--- config.mk ---
export PLATFORM = sky130hd
export DESIGN_NAME = amo_unit
export DESIGN_NICKNAME = d
export VERILOG_FILES = /design/src/rtl/amo_pkg.sv /design/src/rtl/amo_decode.sv /design/src/rtl/amo_alu.sv /design/src/rtl/amo_resv.sv /design/src/rtl/amo_unit.sv
export SDC_FILE = /design/constraint.sdc
export NUM_CORES = 1
export LEC_CHECK = 0
export BUFFER_PORTS_ARGS = -buffer_cell sky130_fd_sc_hd__buf_2
export CORE_ASPECT_RATIO = 2
export CORE_MARGIN = 2
export CORE_UTILIZATION = 30
export DETAILED_ROUTE_END_ITERATION = 12
export PLACE_DENSITY_LB_ADDON = 0.25
export SYNTH_ARGS = -nofsm -noshare
export SYNTH_HDL_FRONTEND = slang
export SYNTH_SLANG_ARGS = --single-unit
export TNS_END_PERCENT = 30
--- constraint.sdc ---
create_clock -name clk -period 9.31 [get_ports clk]
set_input_delay 0.4655 -clock clk [delete_from_list [all_inputs] [get_ports clk]]
set_output_delay 0.4655 -clock clk [all_outputs]
set_load 0.01 [all_outputs]
--- src/rtl/amo_pkg.sv ---
package amo_pkg;
    localparam logic [6:0] AMO_OPCODE = 7'h2F;
    localparam logic [2:0] AMO_F3_WORD = 3'h2;

    typedef enum logic [4:0] {
        OP_ADD  = 5'h00,
        OP_SWAP = 5'h01,
        OP_LR   = 5'h02,
        OP_SC   = 5'h03,
        OP_XOR  = 5'h04,
        OP_OR   = 5'h08,
        OP_AND  = 5'h0C,
        OP_MIN  = 5'h10,
        OP_MAX  = 5'h14,
        OP_MINU = 5'h18,
        OP_MAXU = 5'h1C
    } amo_op_e;

    typedef enum logic [1:0] {
        ST_IDLE,
        ST_READ,
        ST_WRITE,
        ST_DONE
    } amo_state_e;
endpackage

--- src/rtl/amo_decode.sv ---
module amo_decode
    import amo_pkg::*;
(
    input  logic [6:0] opcode,
    input  logic [2:0] funct3,
    input  logic [6:0] funct7,
    output logic       is_group,
    output logic       legal,
    output amo_op_e    op
);
    logic known;
    logic unused_order_bits;

    // ordering hints carry no meaning for operation selection
    assign unused_order_bits = ^funct7[1:0];

    always_comb begin
        op    = amo_op_e'(funct7[6:2]);
        known = 1'b0;
        case (funct7[6:2])
            OP_ADD, OP_SWAP, OP_LR, OP_SC, OP_XOR, OP_OR, OP_AND,
            OP_MIN, OP_MAX, OP_MINU, OP_MAXU: known = 1'b1;
            default: known = 1'b0;
        endcase
    end

    assign is_group = (opcode == AMO_OPCODE);
    assign legal    = is_group && (funct3 == AMO_F3_WORD) && known;
endmodule

--- src/rtl/amo_alu.sv ---
module amo_alu
    import amo_pkg::*;
#(
    parameter int XLEN = 32
) (
    input  amo_op_e             op,
    input  logic [XLEN-1:0]     old_word,
    input  logic [XLEN-1:0]     operand,
    output logic [XLEN-1:0]     new_word
);
    logic s_lt;
    logic u_lt;

    assign s_lt = $signed(old_word) < $signed(operand);
    assign u_lt = old_word < operand;

    always_comb begin
        case (op)
            OP_ADD:  new_word = old_word + operand;
            OP_XOR:  new_word = old_word ^ operand;
            OP_AND:  new_word = old_word & operand;
            OP_OR:   new_word = old_word | operand;
            OP_MIN:  new_word = s_lt ? old_word : operand;
            OP_MAX:  new_word = s_lt ? operand : old_word;
            OP_MINU: new_word = u_lt ? old_word : operand;
            OP_MAXU: new_word = u_lt ? operand : old_word;
            default: new_word = operand; // SWAP and SC store the operand as is
        endcase
    end
endmodule

--- src/rtl/amo_resv.sv ---
module amo_resv #(
    parameter int WAW = 30
) (
    input  logic           clk,
    input  logic           rst_n,
    input  logic           set_en,
    input  logic [WAW-1:0] set_word,
    input  logic           clr_en,
    input  logic           snoop_valid,
    input  logic [WAW-1:0] snoop_word,
    input  logic [WAW-1:0] chk_word,
    output logic           hit
);
    logic           valid_q;
    logic [WAW-1:0] word_q;
    logic           snoop_kill;

    assign snoop_kill = snoop_valid && (snoop_word == word_q);
    assign hit        = valid_q && (chk_word == word_q) && !snoop_kill;

    always_ff @(posedge clk) begin
        if (!rst_n) begin
            valid_q <= 1'b0;
            word_q  <= '0;
        end else if (set_en) begin
            valid_q <= !(snoop_valid && (snoop_word == set_word));
            word_q  <= set_word;
        end else if (clr_en || snoop_kill) begin
            valid_q <= 1'b0;
        end
    end

    assert_sc_clears_R6: assert property (@(posedge clk) disable iff (!rst_n)
        clr_en |=> !valid_q);

    assert_snoop_clears_R7: assert property (@(posedge clk) disable iff (!rst_n)
        (snoop_valid && valid_q && snoop_word == word_q && !set_en) |=> !valid_q);
endmodule

--- src/rtl/amo_unit.sv ---
module amo_unit
    import amo_pkg::*;
#(
    parameter int XLEN = 32
) (
    input  logic            clk,
    input  logic            rst_n,
    input  logic            req_valid,
    input  logic [6:0]      req_opcode,
    input  logic [2:0]      req_funct3,
    input  logic [6:0]      req_funct7,
    input  logic [4:0]      req_rd,
    input  logic [XLEN-1:0] req_addr,
    input  logic [XLEN-1:0] req_rs2,
    output logic            busy,
    output logic            mem_req,
    output logic            mem_we,
    output logic [XLEN-1:0] mem_addr,
    output logic [XLEN-1:0] mem_wdata,
    input  logic [XLEN-1:0] mem_rdata,
    input  logic            mem_ready,
    input  logic            snoop_valid,
    input  logic [XLEN-1:0] snoop_addr,
    output logic            rd_valid,
    output logic [4:0]      rd_idx,
    output logic [XLEN-1:0] rd_data,
    output logic            illegal
);
    localparam int WAW = XLEN - 2;

    amo_state_e     state_q, state_d;
    amo_op_e        op_q;
    logic [WAW-1:0] addr_q;
    logic [XLEN-1:0] rs2_q;
    logic [XLEN-1:0] result_q;
    logic [4:0]     rd_q;
    logic           illegal_q;

    logic           dec_group, dec_legal;
    amo_op_e        dec_op;
    logic           accept, start, sc_hit;
    logic [XLEN-1:0] alu_out;
    logic           unused_low_bits;

    assign unused_low_bits = ^{req_addr[1:0], snoop_addr[1:0]};

    amo_decode u_dec (
        .opcode  (req_opcode),
        .funct3  (req_funct3),
        .funct7  (req_funct7),
        .is_group(dec_group),
        .legal   (dec_legal),
        .op      (dec_op)
    );

    amo_alu #(.XLEN(XLEN)) u_alu (
        .op      (op_q),
        .old_word(result_q),
        .operand (rs2_q),
        .new_word(alu_out)
    );

    amo_resv #(.WAW(WAW)) u_resv (
        .clk        (clk),
        .rst_n      (rst_n),
        .set_en     (state_q == ST_READ && mem_ready && op_q == OP_LR),
        .set_word   (addr_q),
        .clr_en     (start && dec_op == OP_SC),
        .snoop_valid(snoop_valid),
        .snoop_word (snoop_addr[XLEN-1:2]),
        .chk_word   (req_addr[XLEN-1:2]),
        .hit        (sc_hit)
    );

    assign accept = (state_q == ST_IDLE) && req_valid && dec_group;
    assign start  = accept && dec_legal;

    // state register
    always_ff @(posedge clk) begin
        if (!rst_n) state_q <= ST_IDLE;
        else        state_q <= state_d;
    end

    // transitions
    always_comb begin
        state_d = state_q;
        unique case (state_q)
            ST_IDLE: begin
                if (start) begin
                    if (dec_op == OP_SC) state_d = sc_hit ? ST_WRITE : ST_DONE;
                    else                 state_d = ST_READ;
                end
            end
            ST_READ:  if (mem_ready) state_d = (op_q == OP_LR) ? ST_DONE : ST_WRITE;
            ST_WRITE: if (mem_ready) state_d = ST_DONE;
            ST_DONE:  state_d = ST_IDLE;
            default:  state_d = ST_IDLE;
        endcase
    end

    // captured request and result
    always_ff @(posedge clk) begin
        if (!rst_n) begin
            op_q      <= OP_ADD;
            addr_q    <= '0;
            rs2_q     <= '0;
            rd_q      <= '0;
            result_q  <= '0;
            illegal_q <= 1'b0;
        end else begin
            illegal_q <= accept && !dec_legal;
            if (start) begin
                op_q   <= dec_op;
                addr_q <= req_addr[XLEN-1:2];
                rs2_q  <= req_rs2;
                rd_q   <= req_rd;
                if (dec_op == OP_SC)
                    result_q <= sc_hit ? '0 : XLEN'(1);
            end else if (state_q == ST_READ && mem_ready) begin
                result_q <= mem_rdata;
            end
        end
    end

    // outputs
    always_comb begin
        busy      = (state_q != ST_IDLE);
        mem_req   = (state_q == ST_READ) || (state_q == ST_WRITE);
        mem_we    = (state_q == ST_WRITE);
        mem_addr  = {addr_q, 2'b00};
        mem_wdata = alu_out;
        rd_valid  = (state_q == ST_DONE) && (rd_q != 5'd0);
        rd_idx    = rd_q;
        rd_data   = result_q;
        illegal   = illegal_q;
    end

    assert_illegal_quiet_R1: assert property (@(posedge clk) disable iff (!rst_n)
        illegal |-> (!mem_req && !rd_valid));

    assert_result_pulse_R8: assert property (@(posedge clk) disable iff (!rst_n)
        rd_valid |=> (!rd_valid && !busy));

    assert_req_hold_R10: assert property (@(posedge clk) disable iff (!rst_n)
        (mem_req && !mem_ready) |=> (mem_req && $stable(mem_addr) && $stable(mem_we)));

    assert_no_x0_R9: assert property (@(posedge clk) disable iff (!rst_n)
        rd_valid |-> (rd_idx != 5'd0));
endmodule

# Word level (Yosys, flattened, before mapping)
# Memory sizes are Yosys's and may differ from the RTL's.
# Cells that the tools add are included.
word_totals:
  mem_count: 1
  reg_bits: 138
  wordCells: 82
  mem_bits_ro: 32
op_classes:
  n_addsub: 1
  reduce_logical: 27
  muxes: 18
  bitwise: 3
  n_eq_ne: 21
  magnitude_cmp: 2
memory_table:
  columns: ["name", "words", "width", "read_ports", "rd_ports_with_merged_regs", "wr", "line_no", "rtl"]
  rows:
  - ["(name not given)", 32, 1, 1, 0, 0, "amo_decode.sv:20", "case (funct7[6:2])"]
op_table:
  columns: ["cell", "count"]
  rows:
  - ["$pmux 32 s8", 1]
  - ["$mux 32", 7]
  - ["$eq 30x30->1", 3]
  - ["$lt 32x32->1", 2]
  - ["$add 32x32->32", 1]
  - ["$and 32x32->32", 1]
  - ["$or 32x32->32", 1]
  - ["$xor 32x32->32", 1]
  - ["$eq 5x5->1 const B", 4]
  - ["$logic_and 1x1->1", 14]
  - ["$eq 5x2->1 const B", 2]
  - ["$eq 5x4->1 const B", 2]
  - ["$mux 2", 4]
  - ["$pmux 2 s4", 1]
  - ["$eq 7x6->1 const B", 1]
  - ["$reduce_bool 2->1", 3]
  - ["$eq 5x3->1 const B", 1]
  - ["$logic_not 5->1", 1]
  - ["$mux 1", 5]
  - ["$reduce_bool 5->1", 1]
  - ["$eq 2x2->1 const B", 2]
  - ["$ne 2x1->1 const B", 2]
  - ["$ne 2x2->1 const B", 2]
  - ["$eq 3x2->1 const B", 1]
  - ["other kinds (6)", 9]

# Logic depth before layout (Yosys ltp)
# Gate-level depths: netlist (run 1).
logic_depth:
  depth_word: 8
  mapped_depth: 15

# Modules after synthesis
# From an unflattened synthesis (run 1), not the netlist that was laid out.
hier_totals:
  hier_cells: 1407
  hier_area_um2: 11180.7
modules_own_cells:
  columns: ["module", "instances", "area_per_inst_um2", "cells_each", "seq_area_each_um2"]
  rows:
  - ["amo_alu", 1, 4951.0, 749, 0.0]
  - ["amo_unit", 1, 3968.8, 425, 2142.1]
  - ["amo_resv", 1, 2172.1, 222, 620.6]
  - ["amo_decode", 1, 88.8, 11, 0.0]

# Least setup slack after synthesis (run 1)
# Ideal clock, no wire load.
synth_path:
  path_type: "flip-flop to output port"
  startpoint: "register result_q[27] (netlist: rd_data[27])"
  endpoint: "output mem_wdata[21]"
  path_stages_with_launch: 15
  n_path_buf: 3
  t_required_ns: 8.845
  arrival_ns: 3.143
  slack_ns: 5.702
  path_cell_list: "dfxtp_1 inv_1 ha_1 buf_6 nor4_2 and3_1 and4_1 o31ai_1 o211a_1 buf_4 mux2i_1 or3b_1 buf_2 a2111oi_0 a211oi_1"
synth_between:
  elab_chain_len: 3
synth_lines:
  columns: ["element", "line_no", "rtl"]
  rows:
  - ["start: declaration", "amo_unit.sv:35", "logic [XLEN-1:0] result_q;"]
  - ["start signal: assignment", "amo_unit.sv:118", "result_q <= sc_hit ? '0 : XLEN'(1);"]
  - ["start signal: assignment", "amo_unit.sv:120", "result_q <= mem_rdata;"]
  - ["$lt 32x32->1 (on tied branches)", "amo_alu.sv:15, amo_alu.sv:14", null]
  - ["$mux 32 (on tied branches)", null, null]
  - ["$pmux 32 s8 (*)", "amo_alu.sv:18", "case (op)"]
  - ["end: declaration", "amo_unit.sv:19", "output logic [XLEN-1:0] mem_wdata,"]
# Every way passes the cells marked *; elsewhere a longest branch is shown, timed or not.

# Worst setup path after layout (run 1)
layout_path:
  startpoint: "register result_q[23] (netlist: rd_data[23])"
  endpoint: "output mem_wdata[28]"
# Same word-level chain as after synthesis.

==> impl_metrics.toml, run 1 <==
[status]
status = "complete, no violations"

[worst_hold_path]
whs_path_depth = 3
hold_class = "in2reg"
min-delay-start = "req_rd[3]"

[worst_setup_path]
worstSetupStartpointType = "flip-flop"
cp_num_cells = 12
max_stage_delay_ps = 990
cp_max_fo = 19
cp_num_buf_inv = 3
cp_slowest_cell = "or3b_1"
crit_chain = "inv_1, ha_1, inv_1, a21oi_1, a21boi_1, o41ai_4, nand4_1, a21oi_1, or3b_1, nor2_1, a22oi_1, buf_2"
rr_startpoint = "state_q[1]$_SDFFE_PN0P_"
crit_arrival_ps = 5380
worstPathRequired_ps = 8840
crit_type = "reg2out"
cp_top_family = "compound AO/OA/AOI/OAI gates"
r2r_cells = 9
end_kind = "output pin"
critical_path.startpoint = "rd_data[23]$_SDFFE_PN0P_"

[cts]
post_cts_resized = 0
clock_latency_ps = 460
h-tree-depth = 4
post_cts_buffers = 0
clockRootBuffer = "clkbuf_16"
cts_hold_buffers = 0
cts_tree = "done"
numCtsBuffers = 17
clock-sinks = 138
cts.clk_slew.worst_paths_ps = 80
clk_path_buf_depth = 2

[logic_synthesis]
ys_ff_latch = 138
syn_area_um2 = 11000
yosysWarnings = 0
synthCells = 1474
synth-async-reset-ratio_pct = 0
synth_cell_types = 74
syn_avg_cell_area_um2 = 7.46
synth-edff-count = 0
synth_top_flop_cell = "dfxtp_1"
yosysSeqAreaShare_pct = 25.1

[timing]
rsz0062_at_grt = "false"
period_minus_slack_ps = 5850
finalClockSkew_ps = 11.8
slew_viol_final = 0
fmax_mhz = 171
slew_headroom_pct = 23.8
finalCritPeriodShare_pct = 62.8
setup_tns_ps = 0
worst_pin_slew_ps = 1140
setup_slack_ps = 3460
final-setup-viol-count = 0
finalHoldViolations = 0

[floorplanning]
floorplan.initialDensity_pct = 30.3
fp.dieH_um = 275
die_x_um = 139
design.core.area_um2 = 36300
core.rowCount = 99
die_area_um2 = 38300
pin_count = 261

[global_route]
grt_first_pass_wirelength_mm = 67.7
grt_start_max_net_pins = 77
grt_overflow = 0
grt_pass1_vias = 11600
grt_usage_pct = 23.2
antenna_found_initial = 5

[placed_design]
gp_congestion = 0.931
dp_slack_ps = 4050
dp_hpwl_mm = 34.0
numPortBuffers = 252

[detailed_routing]
firstDrtPassIters = 5
vias = 11700
wl_per_cell_um = 21.4
routed_wl_mm = 45.9
route.antenna.remaining_nets = 0
drcViolationCount = 0
route.detailed.vias_per_inst = 5.44
drtIter0Drc = 630

[power]
p_comb_share_pct = 29.4
power.share.clock_pct = 37.6
power_density_nw_per_um2 = 146
sequentialPowerShare_pct = 33.0
intPower_mw = 1.20
p_sw_share_pct = 38.2
p_switching_mw = 0.741
power_leakage_nw = 5.42
peakVddDrop_mv = 0.147

[layout]
final_nets = 1934
utilization_pct = 36.6
layout-drive-gt1-share_pct = 19.8
area_growth_pct = 20.7

[job]
cap_violations = 0
[tightest hold or removal path: stages]
cell	delay, ps
buf_2	90
nand2_1	40
a21oi_1	50
[logic make-up (layout without fill, tap and decap cells)]
group,count (synthesis),count (layout),synth area share [%]
DFF,138,138,25.1
buffers and inverters,178,393,6.55
AOI/OAI and AO/OA,442,442,26.8
xor gates and xnor gates,112,112,8.92
other,1,3,0.0341
adders and majority gates,102,102,11.7
muxes,10,10,0.910
and+or+nand+nor,491,491,20.0
[Yosys cell counts (5+ instances only)]
| cell type | count | area share (%) |
|---|---|---|
| a211oi_1 | 21 | 1.4 |
| a21boi_0 | 59 | 4.0 |
| a21o_1 | 17 | 1.2 |
| a21oi_1 | 141 | 6.4 |
| a221oi_1 | 14 | 1.1 |
| a22oi_1 | 35 | 2.4 |
| a31oi_1 | 10 | 0.57 |
| and2_1 | 5 | 0.28 |
| and3_1 | 9 | 0.51 |
| buf_1 | 5 | 0.17 |
| buf_2 | 10 | 0.45 |
| clkbuf_1 | 67 | 2.3 |
| dfxtp_1 | 138 | 25 |
| ha_1 | 101 | 11 |
| inv_1 | 84 | 2.9 |
| mux2i_1 | 10 | 0.91 |
| nand2_1 | 261 | 8.9 |
| nand2b_1 | 7 | 0.40 |
| nand3_1 | 19 | 0.86 |
| nand4_1 | 23 | 1.3 |
| nor2_1 | 91 | 3.1 |
| nor2b_1 | 11 | 0.63 |
| nor3_1 | 19 | 0.86 |
| nor4_1 | 13 | 0.74 |
| o211ai_1 | 14 | 0.96 |
| o21ai_0 | 52 | 2.4 |
| o221ai_1 | 8 | 0.64 |
| o22ai_1 | 8 | 0.45 |
| o31ai_1 | 11 | 0.75 |
| or2_2 | 5 | 0.28 |
| or3_1 | 6 | 0.34 |
| xnor2_1 | 81 | 6.4 |
| xor2_1 | 31 | 2.5 |
[per-stage QoR]
| step | hold slack [ps] | instances | cell area, um^2 | power, mW |
|---|---|---|---|---|
| after floorplan | 453 | 1475 | 11000 | 1.02 |
| after global placement | 460 | 2112 | 12700 | 1.22 |
| after detailed placement | 460 | 2112 | 12700 | 1.22 |
| after CTS | 217 | 2144 | 13300 | 1.95 |
| after global routing | 241 | 2145 | 13300 | 2.03 |
| final | 235 | 2145 | 13300 | 1.94 |
[per-layer routing]
layer	part of all wire, %	vias to the layer above	track usage (%)
met5	0.092	-	0
met4	6.4	8	15.3
met3	4.6	128	3.64
met2	55	438	45.4
met1	34	5522	22.0
li1	-	5568	-
[area by class of cell]
class                           instances  area [um^2]
Tap cell                              454          568
Timing Repair Buffer                  274         1430
Antenna cell                            1         2.50
Inverter                               87          327
Clock inverter                         15          193
Fill cell                            3871        23000
Sequential cell                       138         2760
Clock buffer                           17          425
Multi-Input combinational cell       1159         7580
[power by group through the flow]
stage | clock network (mW) | logic (mW) | registers [mW]
2_1_floorplan | 0 | 0.371 | 0.650
3_5_place_dp | 0 | 0.565 | 0.654
4_1_cts | 0.745 | 0.568 | 0.640
3_3_place_gp | 0 | 0.563 | 0.652
6_report | 0.730 | 0.570 | 0.640
5_1_grt | 0.765 | 0.620 | 0.643
[flip-flops by register name, indices dropped and copies added (netlist names)]
register and cells:
rd_idx 5, u_resv.valid_q 1, rd_data 32, op_q 5, state_q 2, illegal 1, u_resv.word_q 30, rs2_q 32
addr_q 30
[final timing paths]
kind	slack, ps	endpoint
worst max-delay path	3460	mem_wdata[28]
worst min-delay path	240	rd_idx[3]$_SDFFE_PN0P_
worst max register to register	6110	state_q[0]$_SDFFE_PN0P_
worst min register to register	470	rd_idx[1]$_SDFFE_PN0P_
[placed cells by master, fill, tap and decap left out, types with 5 or more instances in the layout]
cell type,Yosys,final
nand2_1,261,261
buf_2,10,252
a21oi_1,141,140
dfxtp_1,138,138
ha_1,101,101
nor2_1,91,91
inv_1,84,84
xnor2_1,81,81
a21boi_0,59,59
o21ai_0,52,52
a22oi_1,35,35
xor2_1,31,31
nand4_1,23,23
buf_4,4,22
a211oi_1,21,21
nand3_1,19,18
nor3_1,19,17
a21o_1,17,17
clkbuf_16,0,17
a221oi_1,14,14
o211ai_1,14,14
nor4_1,13,12
o31ai_1,11,11
nor2b_1,11,10
a31oi_1,10,10
and3_1,9,9
mux2i_1,10,9
o22ai_1,8,8
o221ai_1,8,8
nand2b_1,7,6
or3_1,6,6
clkinv_8,0,6
or2_2,5,5
and2_1,5,5
Note: power is estimated with default switching activity, not from simulation.
==> inputs of run 2 (changes only) <==
- clock period: 9.31 -> 5.58 ns (I/O delays scaled with it)
==> impl_metrics.toml, run 2 (synthesis gave the netlist of run 1 again) <==
[timing]
finalCritPeriodShare_pct = 87.1
finalClockSkew_ps = 12.2
finalHoldViolations = 0
period_minus_slack_ps = 4860
slew_headroom_pct = 22.7
rsz0062_at_grt = "false"
fmax_mhz = 206
final-setup-viol-count = 0
slew_viol_final = 0
worst_pin_slew_ps = 1160
setup_tns_ps = 0

[floorplanning]
design.core.area_um2 = 36300
pin_count = 261
core.rowCount = 99
die_x_um = 139
fp.dieH_um = 275
die_area_um2 = 38300
floorplan.initialDensity_pct = 30.3

[power]
power_density_nw_per_um2 = 245
p_switching_mw = 1.19
intPower_mw = 2.07
power_leakage_nw = 5.45
power.share.clock_pct = 38.2
p_comb_share_pct = 29.1
sequentialPowerShare_pct = 32.7
p_sw_share_pct = 36.5
peakVddDrop_mv = 0.226

[layout]
final_nets = 1938
fill_cells = 3911
layout_common_cells = "261 x nand2_1, 252 x buf_2, 140 x a21oi_1"
area_growth_pct = 21.0
layout-drive-gt1-share_pct = 19.8
fin_cells = 2152
final_common_cell = "nand2_1"

[placed_design]
dp_hpwl_mm = 34.6
place_inst = 2116
numPortBuffers = 252
gp_congestion = 0.954

[worst_setup_path]
max_stage_delay_ps = 640
crit_end = "mem_wdata[7]"
cp_top_family = "compound AO/OA/AOI/OAI gates"
r2r-end = "rs2_q[28]$_SDFFE_PN0P_"
worstSetupStartpointType = "flip-flop"
r2r_slack_ps = 2190
cp_num_cells = 13
crit_arrival_ps = 4580
crit_chain = "inv_1, ha_1, inv_1, a21oi_1, a21boi_1, o41ai_4, o211a_1, a211oi_2, or3_1, buf_4, a221oi_1, a21oi_1, buf_2"
r2r_cells = 8
critical_path.startpoint = "rd_data[23]$_SDFFE_PN0P_"
end_kind = "output pin"
rr_startpoint = "state_q[1]$_SDFFE_PN0P_"
worstPathRequired_ps = 5300
cp_max_fo = 13
cp_slowest_cell = "or3_1"
cp_num_buf_inv = 4
crit_type = "reg2out"

[cts]
cts_hold_buffers = 0
post_cts_buffers = 0
clock_latency_ps = 460
h-tree-depth = 4
numCtsBuffers = 17
cts.clk_slew.worst_paths_ps = 70
post_cts_resized = 0
clockRootBuffer = "clkbuf_16"
clock-sinks = 138
cts_tree = "done"
clk_path_buf_depth = 2

[detailed_routing]
firstDrtPassIters = 7
route.antenna.remaining_nets = 0
route.detailed.vias_per_inst = 5.39
drtIter0Drc = 578
vias = 11600
wl_per_cell_um = 21.2
drcViolationCount = 0
routed_wl_mm = 45.6

[status]
status = "complete, no violations"

[job]
cap_violations = 0

[global_route]
grt_pass1_vias = 11700
grt_first_pass_wirelength_mm = 67.7
grt_start_max_net_pins = 73
grt_usage_pct = 23.3
antenna_found_initial = 6
grt_overflow = 0

[worst_hold_path]
hold_class = "in2reg"
## run 2: cell count changes in the layout (fill, tap and decap cells not counted), moves of 2 or more
cell / delta
buf_4: +4
bufinv_16: +2
clkinv_8: -4
diode_2: +3
inv_6: +3
## run 2: tightest hold or removal path: stages
cell	delay (ps)
buf_2	100
nand2_1	50
a21oi_1	50
## run 2: power by group through the flow
| stage | registers [mW] | logic, mW | clock network [mW] |
|---|---|---|---|
| detailed placement | 1.09 | 0.947 | 0 |
| finish | 1.07 | 0.950 | 1.25 |
| global route | 1.07 | 1.04 | 1.32 |
| floorplan | 1.09 | 0.619 | 0 |
| global placement | 1.09 | 0.940 | 0 |
| CTS | 1.07 | 0.951 | 1.28 |
## run 2: worst min-delay path by stage
stage	slack, ps	to	from	cells past startpoint
floorplan	410	rs2_q[5]$_SDFFE_PN0P_	req_rs2[5]	2
global placement	460	rd_idx[3]$_SDFFE_PN0P_	rd_idx[3]$_SDFFE_PN0P_	2
detailed placement	460	rd_idx[3]$_SDFFE_PN0P_	rd_idx[3]$_SDFFE_PN0P_	2
CTS	30	rs2_q[5]$_SDFFE_PN0P_	req_rs2[5]	3
global route	50	rd_idx[2]$_SDFFE_PN0P_	req_rd[2]	3
finish	50	rd_idx[1]$_SDFFE_PN0P_	req_rd[1]	3
## run 2: routing by layer
metal | global-route usage, % | share of wire (%)
met5 | 0 | 0.064
met4 | 17.4 | 7.3
met3 | 4.18 | 5.0
met2 | 45.2 | 54
met1 | 21.3 | 33
## run 2: stage by stage
step / hold slack (ps) / setup slack (ps) / util (%) / instance area (um^2) / power, mW
after floorplan: 415 / 2160 / - / 11000 / 1.70
after global placement: 457 / 1270 / 34.9 / 12700 / 2.03
after detailed placement: 462 / 1220 / 34.9 / 12700 / 2.04
after CTS: 34.5 / 696 / 36.7 / 13300 / 3.30
after global routing: 49.3 / 409 / 36.7 / 13300 / 3.43
final: 52.7 / 721 / 36.7 / 13300 / 3.26
## run 2: cell type report
cell class	instances	area (um^2)	share of cell area, %
Tap cell	454	568	4.27
Multi-Input combinational cell	1159	7570	56.8
Clock buffer	17	425	3.19
Sequential cell	138	2760	20.7
Timing Repair Buffer	278	1460	10.9
Clock inverter	15	198	1.48
Inverter	87	327	2.45
Antenna cell	4	10.0	0.0752
==> inputs of run 3 (changes only) <==
- RECOVER_POWER: unset -> 25
==> impl_metrics.toml, run 3 (synthesis gave the netlist of run 1 again) <==
[detailed_routing]
routed_wl_mm = 45.6
drcViolationCount = 0
firstDrtPassIters = 7
vias = 11600
wl_per_cell_um = 21.2
route.antenna.remaining_nets = 0
route.detailed.vias_per_inst = 5.40
drtIter0Drc = 597

[layout]
final_common_cell = "nand2_1"
fill_cells = 3937
fin_cells = 2152
layout_common_cells = "261 x nand2_1, 192 x buf_2, 140 x a21oi_1"
final_nets = 1938
layout-drive-gt1-share_pct = 16.3
area_growth_pct = 20.3

[floorplanning]
pin_count = 261
fp.dieH_um = 275
core.rowCount = 99
die_area_um2 = 38300
die_x_um = 139
floorplan.initialDensity_pct = 30.3
design.core.area_um2 = 36300

[worst_setup_path]
worstSetupStartpointType = "flip-flop"
worstPathRequired_ps = 5300
r2r_cells = 8
cp_num_buf_inv = 3
cp_max_fo = 8
cp_num_cells = 13
max_stage_delay_ps = 580
end_kind = "output pin"
crit_type = "reg2out"
cp_slowest_cell = "a2bb2oi_1"
crit_chain = "inv_1, ha_1, nor4_2, and3_1, and4_1, o31ai_1, o211a_1, o21ai_0, a2bb2oi_1, buf_4, nor2_1, a211oi_1, buf_2"
cp_top_family = "compound AO/OA/AOI/OAI gates"
crit_arrival_ps = 4570

[cts]
cts.clk_slew.worst_paths_ps = 70
numCtsBuffers = 17
clockRootBuffer = "clkbuf_16"
clock-sinks = 138
clk_path_buf_depth = 2
post_cts_resized = 0
post_cts_buffers = 0
cts_hold_buffers = 0
cts_tree = "done"
clock_latency_ps = 470
h-tree-depth = 4

[timing]
fmax_mhz = 206
finalHoldViolations = 0
slew_headroom_pct = 22.1
period_minus_slack_ps = 4850
final-setup-viol-count = 0
slew_viol_final = 0
rsz0062_at_grt = "false"
finalClockSkew_ps = 12.4
setup_tns_ps = 0
setup_slack_ps = 726
worst_pin_slew_ps = 1170
finalCritPeriodShare_pct = 87.0

[placed_design]
place_inst = 2116
numPortBuffers = 252
dp_slack_ps = 1220
dp_hpwl_mm = 34.6
gp_congestion = 0.954

[global_route]
gr-usage-met3_pct = 4.18
grt_usage_pct = 23.3
grt_first_pass_wirelength_mm = 67.7
grt_start_max_net_pins = 73
grt_pass1_vias = 11700
grt_util_met2_pct = 45.2
antenna_found_initial = 6
top_usage_layer = "met2"
grt_overflow = 0
met1_usage_pct = 21.3

[power]
power_density_nw_per_um2 = 246
peakVddDrop_mv = 0.226
power_leakage_nw = 5.19

[worst_hold_path]
hold_class = "in2reg"
whs_path_depth = 3

[status]
status = "complete, no violations"

[job]
cap_violations = 0
## run 3: cell types whose count changed in the layout (fill, tap and decap cells not counted), sizes merged
| cell | before | now |
|---|---|---|
| clkbuf | 17 | 77 |
| buf | 278 | 218 |
## run 3: final cells by class
| type | count | area, um^2 | area share (%) |
|---|---|---|---|
| clock inverter | 15 | 198 | 1.49 |
| clock buffer | 17 | 425 | 3.21 |
| antenna | 4 | 10.0 | 0.0756 |
| timing repair buffer | 278 | 1380 | 10.4 |
| tap | 454 | 568 | 4.29 |
| sequential | 138 | 2760 | 20.9 |
| multi-input combinational | 1159 | 7570 | 57.2 |
| inverter | 87 | 327 | 2.47 |
## run 3: report_power, final
group / switching, mW / total, mW / internal [mW]
registers: 0.0539 / 1.07 / 1.01
logic: 0.577 / 0.945 / 0.368
clock network: 0.561 / 1.25 / 0.686
## run 3: metal layers
metal	vias up	wire length (um)
li1	5575	-
met1	5455	15100
met2	433	24900
met3	156	2240
met4	6	3360
met5	-	29
## run 3: worst paths after layout
| check | from | to | slack (ps) |
|---|---|---|---|
| setup reg to reg | state_q[1]$_SDFFE_PN0P_ | rs2_q[28]$_SDFFE_PN0P_ | 2180 |
| hold reg to reg | rd_idx[0]$_SDFFE_PN0P_ | rd_idx[0]$_SDFFE_PN0P_ | 480 |
| hold / removal | req_rd[2] | rd_idx[2]$_SDFFE_PN0P_ | 50 |
| setup / recovery | rd_data[30]$_SDFFE_PN0P_ | mem_wdata[27] | 730 |
## run 3: worst min-delay path, stage by stage
cell and delay, ps:
buf_2 100, nand2_1 40, a21oi_1 50
## run 3: per-stage QoR
step / hold WS [ps] / total power [mW] / utilization (%) / cell area, um^2
6_report: 53.7 / 3.26 / 36.5 / 13200
5_1_grt: 49.3 / 3.42 / 36.5 / 13200
4_1_cts: 34.5 / 3.30 / 36.7 / 13300
3_5_place_dp: 462 / 2.04 / 34.9 / 12700
3_3_place_gp: 457 / 2.03 / 34.9 / 12700
2_1_floorplan: 415 / 1.70 / - / 11000
